===== src/rtl/pal_pkg.sv =====
package pal_pkg;
    localparam int DEF_N_IN  = 11;
    localparam int DEF_N_OUT = 3;
    localparam int DEF_N_PT  = 4;

    typedef enum logic [1:0] {
        ST_IDLE = 2'd0,
        ST_LOAD = 2'd1,
        ST_FULL = 2'd2,
        ST_DONE = 2'd3
    } ld_state_t;
endpackage


===== src/rtl/pal_cfg.sv =====
module pal_cfg
    import pal_pkg::*;
#(
    parameter int N_FUSE = 264,
    parameter int IDX_W  = 9
) (
    input  logic              clk,
    input  logic              rst_n,
    input  logic              erase,
    input  logic              ld_en,
    input  logic              ld_bit,
    output logic [N_FUSE-1:0] fuse_map,
    output logic              ld_done
);
    localparam logic [IDX_W-1:0] LAST_IDX = IDX_W'(N_FUSE - 1);
    localparam logic [IDX_W-1:0] ONE_IDX  = IDX_W'(1);

    ld_state_t        st_q, st_d;
    logic [IDX_W-1:0] ptr_q, ptr_d;
    logic             wr_en;
    logic [IDX_W-1:0] wr_idx;

    // state register
    always_ff @(posedge clk or negedge rst_n) begin
        if (!rst_n) begin
            st_q  <= ST_IDLE;
            ptr_q <= '0;
        end else begin
            st_q  <= st_d;
            ptr_q <= ptr_d;
        end
    end

    // next state and write control
    always_comb begin
        st_d   = st_q;
        ptr_d  = ptr_q;
        wr_en  = 1'b0;
        wr_idx = ptr_q;
        if (erase) begin
            st_d  = ST_IDLE;
            ptr_d = '0;
        end else begin
            unique case (st_q)
                ST_IDLE, ST_DONE: begin
                    if (ld_en) begin
                        wr_en  = 1'b1;
                        wr_idx = '0;
                        ptr_d  = ONE_IDX;
                        st_d   = ST_LOAD;
                    end
                end
                ST_LOAD: begin
                    if (ld_en) begin
                        wr_en = 1'b1;
                        if (ptr_q == LAST_IDX) begin
                            st_d  = ST_FULL;
                            ptr_d = '0;
                        end else begin
                            ptr_d = ptr_q + ONE_IDX;
                        end
                    end else begin
                        st_d = ST_IDLE;
                    end
                end
                ST_FULL: begin
                    if (!ld_en) st_d = ST_DONE;
                end
                default: st_d = ST_IDLE;
            endcase
        end
    end

    // outputs
    always_comb begin
        ld_done = (st_q == ST_FULL) || (st_q == ST_DONE);
    end

    // fuse storage, intact (1) after reset or erase
    always_ff @(posedge clk or negedge rst_n) begin
        if (!rst_n) begin
            fuse_map <= '1;
        end else if (erase) begin
            fuse_map <= '1;
        end else if (wr_en) begin
            fuse_map[wr_idx] <= ld_bit;
        end
    end
endmodule


===== src/rtl/pal_term.sv =====
module pal_term #(
    parameter int N_IN = 11
) (
    input  logic [N_IN-1:0]   x,
    input  logic [2*N_IN-1:0] fuses,
    output logic              term
);
    logic [N_IN-1:0] lit_ok;

    for (genvar i = 0; i < N_IN; i++) begin : g_lit
        // an intact fuse keeps its literal, a blown one reads as 1
        assign lit_ok[i] = (~fuses[2*i] | x[i]) & (~fuses[2*i+1] | ~x[i]);
    end

    assign term = &lit_ok;
endmodule


===== src/rtl/pal_nor.sv =====
module pal_nor #(
    parameter int N_PT = 4
) (
    input  logic [N_PT-1:0] terms,
    output logic            y
);
    assign y = ~|terms;
endmodule


===== src/rtl/pal_emu.sv =====
module pal_emu
    import pal_pkg::*;
#(
    parameter  int N_IN   = DEF_N_IN,
    parameter  int N_OUT  = DEF_N_OUT,
    parameter  int N_PT   = DEF_N_PT,
    localparam int LIT    = 2 * N_IN,
    localparam int N_FUSE = N_OUT * N_PT * LIT,
    localparam int IDX_W  = $clog2(N_FUSE)
) (
    input  logic             clk,
    input  logic             rst_n,
    input  logic             erase,
    input  logic             ld_en,
    input  logic             ld_bit,
    input  logic [IDX_W-1:0] rd_idx,
    output logic             rd_bit,
    output logic             ld_done,
    input  logic [N_IN-1:0]  pin_in,
    output logic [N_OUT-1:0] pin_out
);
    logic [N_FUSE-1:0] fuse_map;

    pal_cfg #(
        .N_FUSE(N_FUSE),
        .IDX_W (IDX_W)
    ) u_cfg (
        .clk     (clk),
        .rst_n   (rst_n),
        .erase   (erase),
        .ld_en   (ld_en),
        .ld_bit  (ld_bit),
        .fuse_map(fuse_map),
        .ld_done (ld_done)
    );

    for (genvar o = 0; o < N_OUT; o++) begin : g_out
        logic [N_PT-1:0] terms;
        for (genvar t = 0; t < N_PT; t++) begin : g_pt
            pal_term #(.N_IN(N_IN)) u_term (
                .x    (pin_in),
                .fuses(fuse_map[(o*N_PT+t)*LIT +: LIT]),
                .term (terms[t])
            );
        end
        pal_nor #(.N_PT(N_PT)) u_nor (
            .terms(terms),
            .y    (pin_out[o])
        );
    end

    always_comb begin
        rd_bit = 1'b0;
        if (rd_idx < IDX_W'(N_FUSE)) rd_bit = fuse_map[rd_idx];
    end
endmodule


===== config.mk =====
export PLATFORM = sky130hd
export DESIGN_NAME = pal_emu
export DESIGN_NICKNAME = d
export VERILOG_FILES = /design/src/rtl/pal_pkg.sv /design/src/rtl/pal_cfg.sv /design/src/rtl/pal_term.sv /design/src/rtl/pal_nor.sv /design/src/rtl/pal_emu.sv
export SDC_FILE = /design/constraint.sdc
export NUM_CORES = 1
export LEC_CHECK = 0
export BUFFER_PORTS_ARGS = -buffer_cell sky130_fd_sc_hd__buf_2
export CAP_MARGIN = 20
export CORE_UTILIZATION = 58
export CTS_BUF_LIST = sky130_fd_sc_hd__clkbuf_16
export DETAILED_ROUTE_END_ITERATION = 8
export GPL_TIMING_DRIVEN = 0
export PLACE_DENSITY = 0.88
export SETUP_SLACK_MARGIN = 0.2
export SYNTH_ARGS = -nofsm -noshare
export SYNTH_HDL_FRONTEND = slang
export SYNTH_SLANG_ARGS = --single-unit

===== constraint.sdc =====
create_clock -name clk -period 2.6 [get_ports clk]
set_clock_uncertainty 0.2 [all_clocks]
set_input_delay 0.26 -clock clk [delete_from_list [all_inputs] [get_ports clk]]
set_output_delay 0.26 -clock clk [all_outputs]
set_load 0.005 [all_outputs]

==> results of run 1 <==
## stage by stage
stage,area [um2],util,setup slack [ns],std cells
2_1_floorplan,17800,-,0.175,1748
3_3_place_gp,18400,0.617,-3.74,2164
3_5_place_dp,18700,0.626,-1.30,2178
4_1_cts,22800,0.763,-0.675,2388
## cells in the mapped netlist, types with 8 or more instances
cell type and instances:
nand4_1 30, buf_2 49, nor2_1 41, clkbuf_1 115, nand2b_1 8, dfstp_2 264
dfrtp_1 11, a22oi_1 10, a21oi_1 533, nor3_1 15, mux4_1 22, mux2i_1 159
nand3_1 26, buf_1 11, o22a_1 264, mux4_2 36, nand2_1 28, o21ai_0 13
buf_4 9, nor3_2 15
## cells by family after synthesis
kind of cell             synth area share
buffers and inverters              0.0525
flip-flops                          0.407
adder cells (fa/ha/maj)           0.00283
AO/OA/AOI/OAI                       0.304
XOR/XNOR                         0.000495
multiplexers                        0.170
AND/OR/NAND/NOR                    0.0638
## timing repair
action	CTS
endpoints found under the setup margin	270
buffers inserted	120
resized for setup	497
endpoints found under the hold margin	79
hold buffers	2
gates cloned	32
pin swaps	130
## routing by layer
layer  GRT overflow  global-route usage
met1             12               0.834
met2             67               0.948
met3              9               0.816
met4             40               0.809
met5              0               0.708
==> run summary, run 1 <==
Input and output buffers added on the ports amount to 26. The initial utilization of the core area, before any placement, comes to 0.593. The number of placement rows came out at 63.

The vertical die dimension is 177 um. The pin count of the biggest net entering global routing is 124. The run stopped with a tool error. The overall global routing resource usage came out at 0.856. Clock tree synthesis selected as its root buffer the cell clkbuf_16. Synthesis produced a netlist whose cell count is 1748.

The global route total overflow came out at 128. The share of the yosys chip area belonging to registers is 0.407. The HPWL after detailed placement is 46900 um. It got as far as 5_1_grt and failed there. The tool reported: "[ERROR GRT-0232] Routing congestion too high. Check the congestion heatmap in the GUI".

The number of top-level pins is 30. The number of CTS-inserted buffers is 30. dfstp_2 takes more of the synthesized area than any other cell. The clock net in this run drives a total of 275 sinks. The mean instance size in the synthesized netlist is 10.1 um2. The clock tree buffer depth came out at 3. In this run the number of H-tree levels came out at 1.

The top flip-flop cell by instance count after synthesis is dfstp_2. The share of synthesized registers carrying an async set or reset came out at 1.00. Ranked by total cell area, the synthesized netlist is headed by dfstp_2 (39%), a21oi_1 (15%), o22a_1 (13%). The number of enable-type register cells in the synthesized netlist came out at 0. The number of warnings printed during yosys synthesis came out at 0. The width of the die is 177 um. The post-synthesis instance area came out at 17700 um2. The fraction of post-synthesis cell area in the top cell type by area is 0.392. The net count of the mapped netlist is 1777.

The final weighted congestion in routability-driven placement came out at 1.01. The synthesized netlist contains 55 unique library cells. The register bit total from synthesis is 275.
==> inputs of run 2 (changes only) <==
--- a/config.mk
+++ b/config.mk
@@ -7,12 +7,10 @@
 export LEC_CHECK = 0
 export BUFFER_PORTS_ARGS = -buffer_cell sky130_fd_sc_hd__buf_2
 export CAP_MARGIN = 20
-export CORE_UTILIZATION = 58
-export CTS_BUF_LIST = sky130_fd_sc_hd__clkbuf_16
+export CORE_UTILIZATION = 40
 export DETAILED_ROUTE_END_ITERATION = 8
 export GPL_TIMING_DRIVEN = 0
-export PLACE_DENSITY = 0.88
-export SETUP_SLACK_MARGIN = 0.2
+export PLACE_DENSITY_LB_ADDON = 0.15
 export SYNTH_ARGS = -nofsm -noshare
 export SYNTH_HDL_FRONTEND = slang
 export SYNTH_SLANG_ARGS = --single-unit
==> constraint.sdc (replaced) <==
create_clock -name clk -period 3.4 [get_ports clk]
set_clock_uncertainty 0.2 [all_clocks]
set_input_delay 0.34 -clock clk [delete_from_list [all_inputs] [get_ports clk]]
set_output_delay 0.34 -clock clk [all_outputs]
set_load 0.005 [all_outputs]
==> run 2 against run 1 <==
  * The flow now finishes, with violations (negative setup slack)
  * Synthesized cell count did not move
  * Area after synthesis is the same
==> run summary, run 2 <==
The final HPWL from detailed placement is 51400 um (+9.6%). Setup repair after global routing could not meet its margin everywhere. The iteration-0 DRC count of the detailed router is 2457. The placeable core area came out at 43400 um2. The total count of max-transition violations in the final report is 0. The cell count after synthesis was 1748 (unchanged). The most frequent standard cell in the layout excluding fill and tap cells is a21oi_1. The overall power after layout is 7920 uW.

The final weighted congestion in routability-driven placement came out at 0.989 (-2.4%). The number of fill cells in the layout is 4093. Counting flops per register, the top entry is u_cfg.fuse_map.

The post-synthesis instance area came out at 17700 um2 (unchanged). The flow ran to the end, but the final reports show violations. The normalized max-slew margin is 0.312. The switching share of total power is 0.285. The flip-flop count of the largest register after layout came out at 264. The number of CTS-inserted buffers is 35 (+17%).

The clock net sink count was 275 (unchanged). The vertical die dimension is 212 um (+20%). The register bit total from synthesis is 275 (unchanged). The proportion of power drawn by flip-flops and latches came out at 0.418. TritonCTS built the clock tree.

The worst setup path is of the in -> out kind. The slowest stage of the critical path belongs to the cell a222oi_1. The worst IR drop on VDD is 268 uV. Across every metal layer, demand over resource in global routing totals 0.358. The tightest min-delay check is of the in -> reg type.

The number of failing setup endpoints in the final timing report is 1. The critical path goes through buf_2, inv_1, nor2_2, nand3b_1, nand4_1, a21oi_2, or3_1, a222oi_1, buf_2. After detailed routing, the average wire length per cell comes to 32.8 um.

The final layout contains routed wiring with a total length of 80800 um. The sequential cells in the finished layout cover a total of 7210 um2. The width of the die was 212 um (+20%).

The initial core utilization is 0.408 (-0.184). The clock tree buffer depth came out at 3 (unchanged). The CTS H-tree depth came out at 2 (+1). The shortest clock period the worst path allows after layout is 3.69 ns.

The number of max-cap violations is 0. The placed instance count is 2369 (+8.8%). The largest registers in the layout are u_cfg.fuse_map x264, u_cfg.ptr_q x9, u_cfg.st_q x2. The number of cells on the critical path is 9. Ranked by total cell area, the synthesized netlist is headed by dfstp_2 (39%), a21oi_1 (15%), o22a_1 (13%). The number of top-level pins came to 30 (unchanged). The overall die area is 45100 um2. The cell family with the largest share of critical-path delay is simple AND/OR/NAND/NOR gates.

The number of enable-type register cells in the synthesized netlist is 0 (unchanged). The vias per cell came out at 7.04. The number of antenna violations at the first check in global routing was 2. The final number of hold-violating endpoints was 0. The clock network fraction of design power is 0.460.

The library cells used most frequently in the layout, excluding fill and tap cells, are a21oi_1 (532), o22a_1 (264), dfstp_2 (264), mux2i_1 (158), clkbuf_1 (125). For this run, the post-layout net count is 1888. The fraction of post-synthesis cell area in the top cell type by area was 0.392 (unchanged).

The via count of the first global-routing pass came out at 16.3k. The most frequent cell after synthesis is a21oi_1. The pin slew with the least headroom to its limit is 1.03 ns. The post-placement worst setup slack came out at -0.569 ns (+0.728 ns). By instance count, the cell type seen most on the critical path is buf_2.

The worst setup path is captured at an output pin. Of the total power, combinational logic draws 0.122. The global-route wire length before repair is 115000 um. The number of placement rows came out at 76 (+21%). The library cell used as clock root buffer is clkbuf_16. The pin count of the biggest net entering global routing came out at 102. The power per standard cell area is 387 nW/um2. Ranked by instance count, the synthesized netlist is headed by a21oi_1 (533), dfstp_2 (264), o22a_1 (264), mux2i_1 (159), clkbuf_1 (115). The number of distinct standard cells referenced by the synthesized netlist is 55 (unchanged). The net switching power came out at 2260 uW. Summing all multi-input logic gate instances after layout gives 9880 um2. The highest attainable clock frequency came out at 271 MHz. The net count of the mapped netlist came to 1777 (unchanged). The share of synthesized registers carrying an async set or reset came to 1.00 (unchanged). The area growth from synthesis to layout is 15.7%. The internal power contribution came out at 5670 uW. The arrival time at the worst endpoint is 3.15 ns. The DRC violations left is 0. The leakage dissipation came out at 0.00731 uW. The maximum fanout encountered on the critical timing path is 8. The cell count of the worst reg-to-reg path is 10. The number of warnings printed during yosys synthesis was 0 (unchanged). The mean instance size in the synthesized netlist is 10.1 um2 (unchanged). The count of nets left with antenna violations once routing finished came out at 0. The delay contributed by the slowest stage of the critical path came out at 0.61 ns. The share of the clock period used by the worst path is 1.09. The top cell type by total area after synthesis is dfstp_2. The detailed-routing iteration count for the pre-antenna-repair pass came out at 8. STA puts the critical path data required time at 2.86 ns. The number of buffers and inverters on the critical path came out at 3. The worst hold path depth came out at 4.

The number of vias after detailed routing came out at 17.4k. The checks that failed: negative setup slack. The global route total overflow is 0. The clock-pin slew reported for the worst setup and hold paths after clock tree synthesis came out at 0.06 ns. STA classifies the critical path startpoint as an input port.

The share of final-layout standard cells stronger than drive strength 1 came out at 0.299. The count of buffers inserted at the top-level ports came out at 26 (unchanged). The non-filler instance count after layout is 2468. After layout, the worst setup slack is -0.291 ns. The top flip-flop cell by instance count after synthesis is dfstp_2.

The share of the yosys chip area belonging to registers came to 0.407 (unchanged). For the worst-skew pair, the clock arrives at the later sink with an insertion delay of 0.57 ns.
==> run 2: routing by layer <==
metal	wire [um]	track usage
met5	59	0
met4	5690	0.220
met3	11000	0.115
met2	33100	0.501
met1	31000	0.476
==> run 2: worst register-to-register path: stages (launching register included) <==
cell and delay (ns):
dfrtp_1 0.40, inv_1 0.06, ha_1 0.37, and3b_1 0.21, or3_1 0.31, clkbuf_1 0.34, nor2_4 0.47, buf_2 0.51
a21oi_1 0.14, a21oi_1 0.15, o22a_1 0.16
==> run 2: cells by family (layout without fill, tap and decap cells) <==
group | count (synthesis) | in the layout | share of synthesized area
mux | 219 | 219 | 0.170
buf+inv | 201 | 335 | 0.0525
fa+ha+maj | 4 | 4 | 0.00283
compound gates | 851 | 851 | 0.304
xor+xnor | 1 | 1 | 0.000495
simple gates | 197 | 197 | 0.0638
other cells | 0 | 1 | 0
flops | 275 | 275 | 0.407
==> run 2: worst paths after layout <==
kind | start | endpoint | slack (ns)
max in group asynchronous | rst_n | u_cfg.fuse_map[218]$_DFFE_PN1P_ | 1.81
hold / removal | ld_en | u_cfg.ptr_q[4]$_DFFE_PN0P_ | 0.07
setup reg to reg | u_cfg.st_q[0]$_DFFE_PN0P_ | u_cfg.fuse_map[204]$_DFFE_PN1P_ | 0.02
hold reg to reg | u_cfg.st_q[1]$_DFFE_PN0P_ | u_cfg.st_q[1]$_DFFE_PN0P_ | 0.35
min in group asynchronous | rst_n | u_cfg.st_q[0]$_DFFE_PN0P_ | 0.18
setup / recovery | rd_idx[3] | rd_bit | -0.29
==> run 2: power by group through the flow <==
| stage | logic [uW] | clock network, uW | registers, uW |
|---|---|---|---|
| detailed placement | 866 | 0 | 3360 |
| floorplan | 439 | 0 | 3360 |
| global placement | 837 | 0 | 3360 |
| global route | 979 | 3790 | 3320 |
| CTS | 910 | 3670 | 3320 |
| finish | 964 | 3640 | 3320 |
==> run 2: repair_timing <==
item,4_1_cts,5_1_grt
setup endpoints to repair,187,175
hold buffers,1,0
setup buffers,19,18
hold endpoints to repair,56,0
pin swaps,16,10
resized for setup,46,48
==> run 2: metrics by stage <==
step	area [um2]	utilization	hold slack [ns]	setup TNS (ns)
2_1_floorplan	17700	-	-0.156	0
3_5_place_dp	18800	0.433	0.180	-47.09
5_1_grt	20500	0.473	0.112	-0.282
6_report	20500	0.473	0.0723	-0.291
4_1_cts	20200	0.465	0.0539	-5.17
3_3_place_gp	18600	0.428	0.329	-554.46
==> run 2: cell type report <==
cell class	count	area share
sequential	275	0.352
antenna	1	0.000122
clock inverter	2	0.00189
multi-input combinational	1272	0.482
buffer	192	0.0466
timing repair buffer	74	0.0302
tap	585	0.0357
clock buffer	58	0.0499
inverter	9	0.00165
Power figures use the tool's default switching activity.
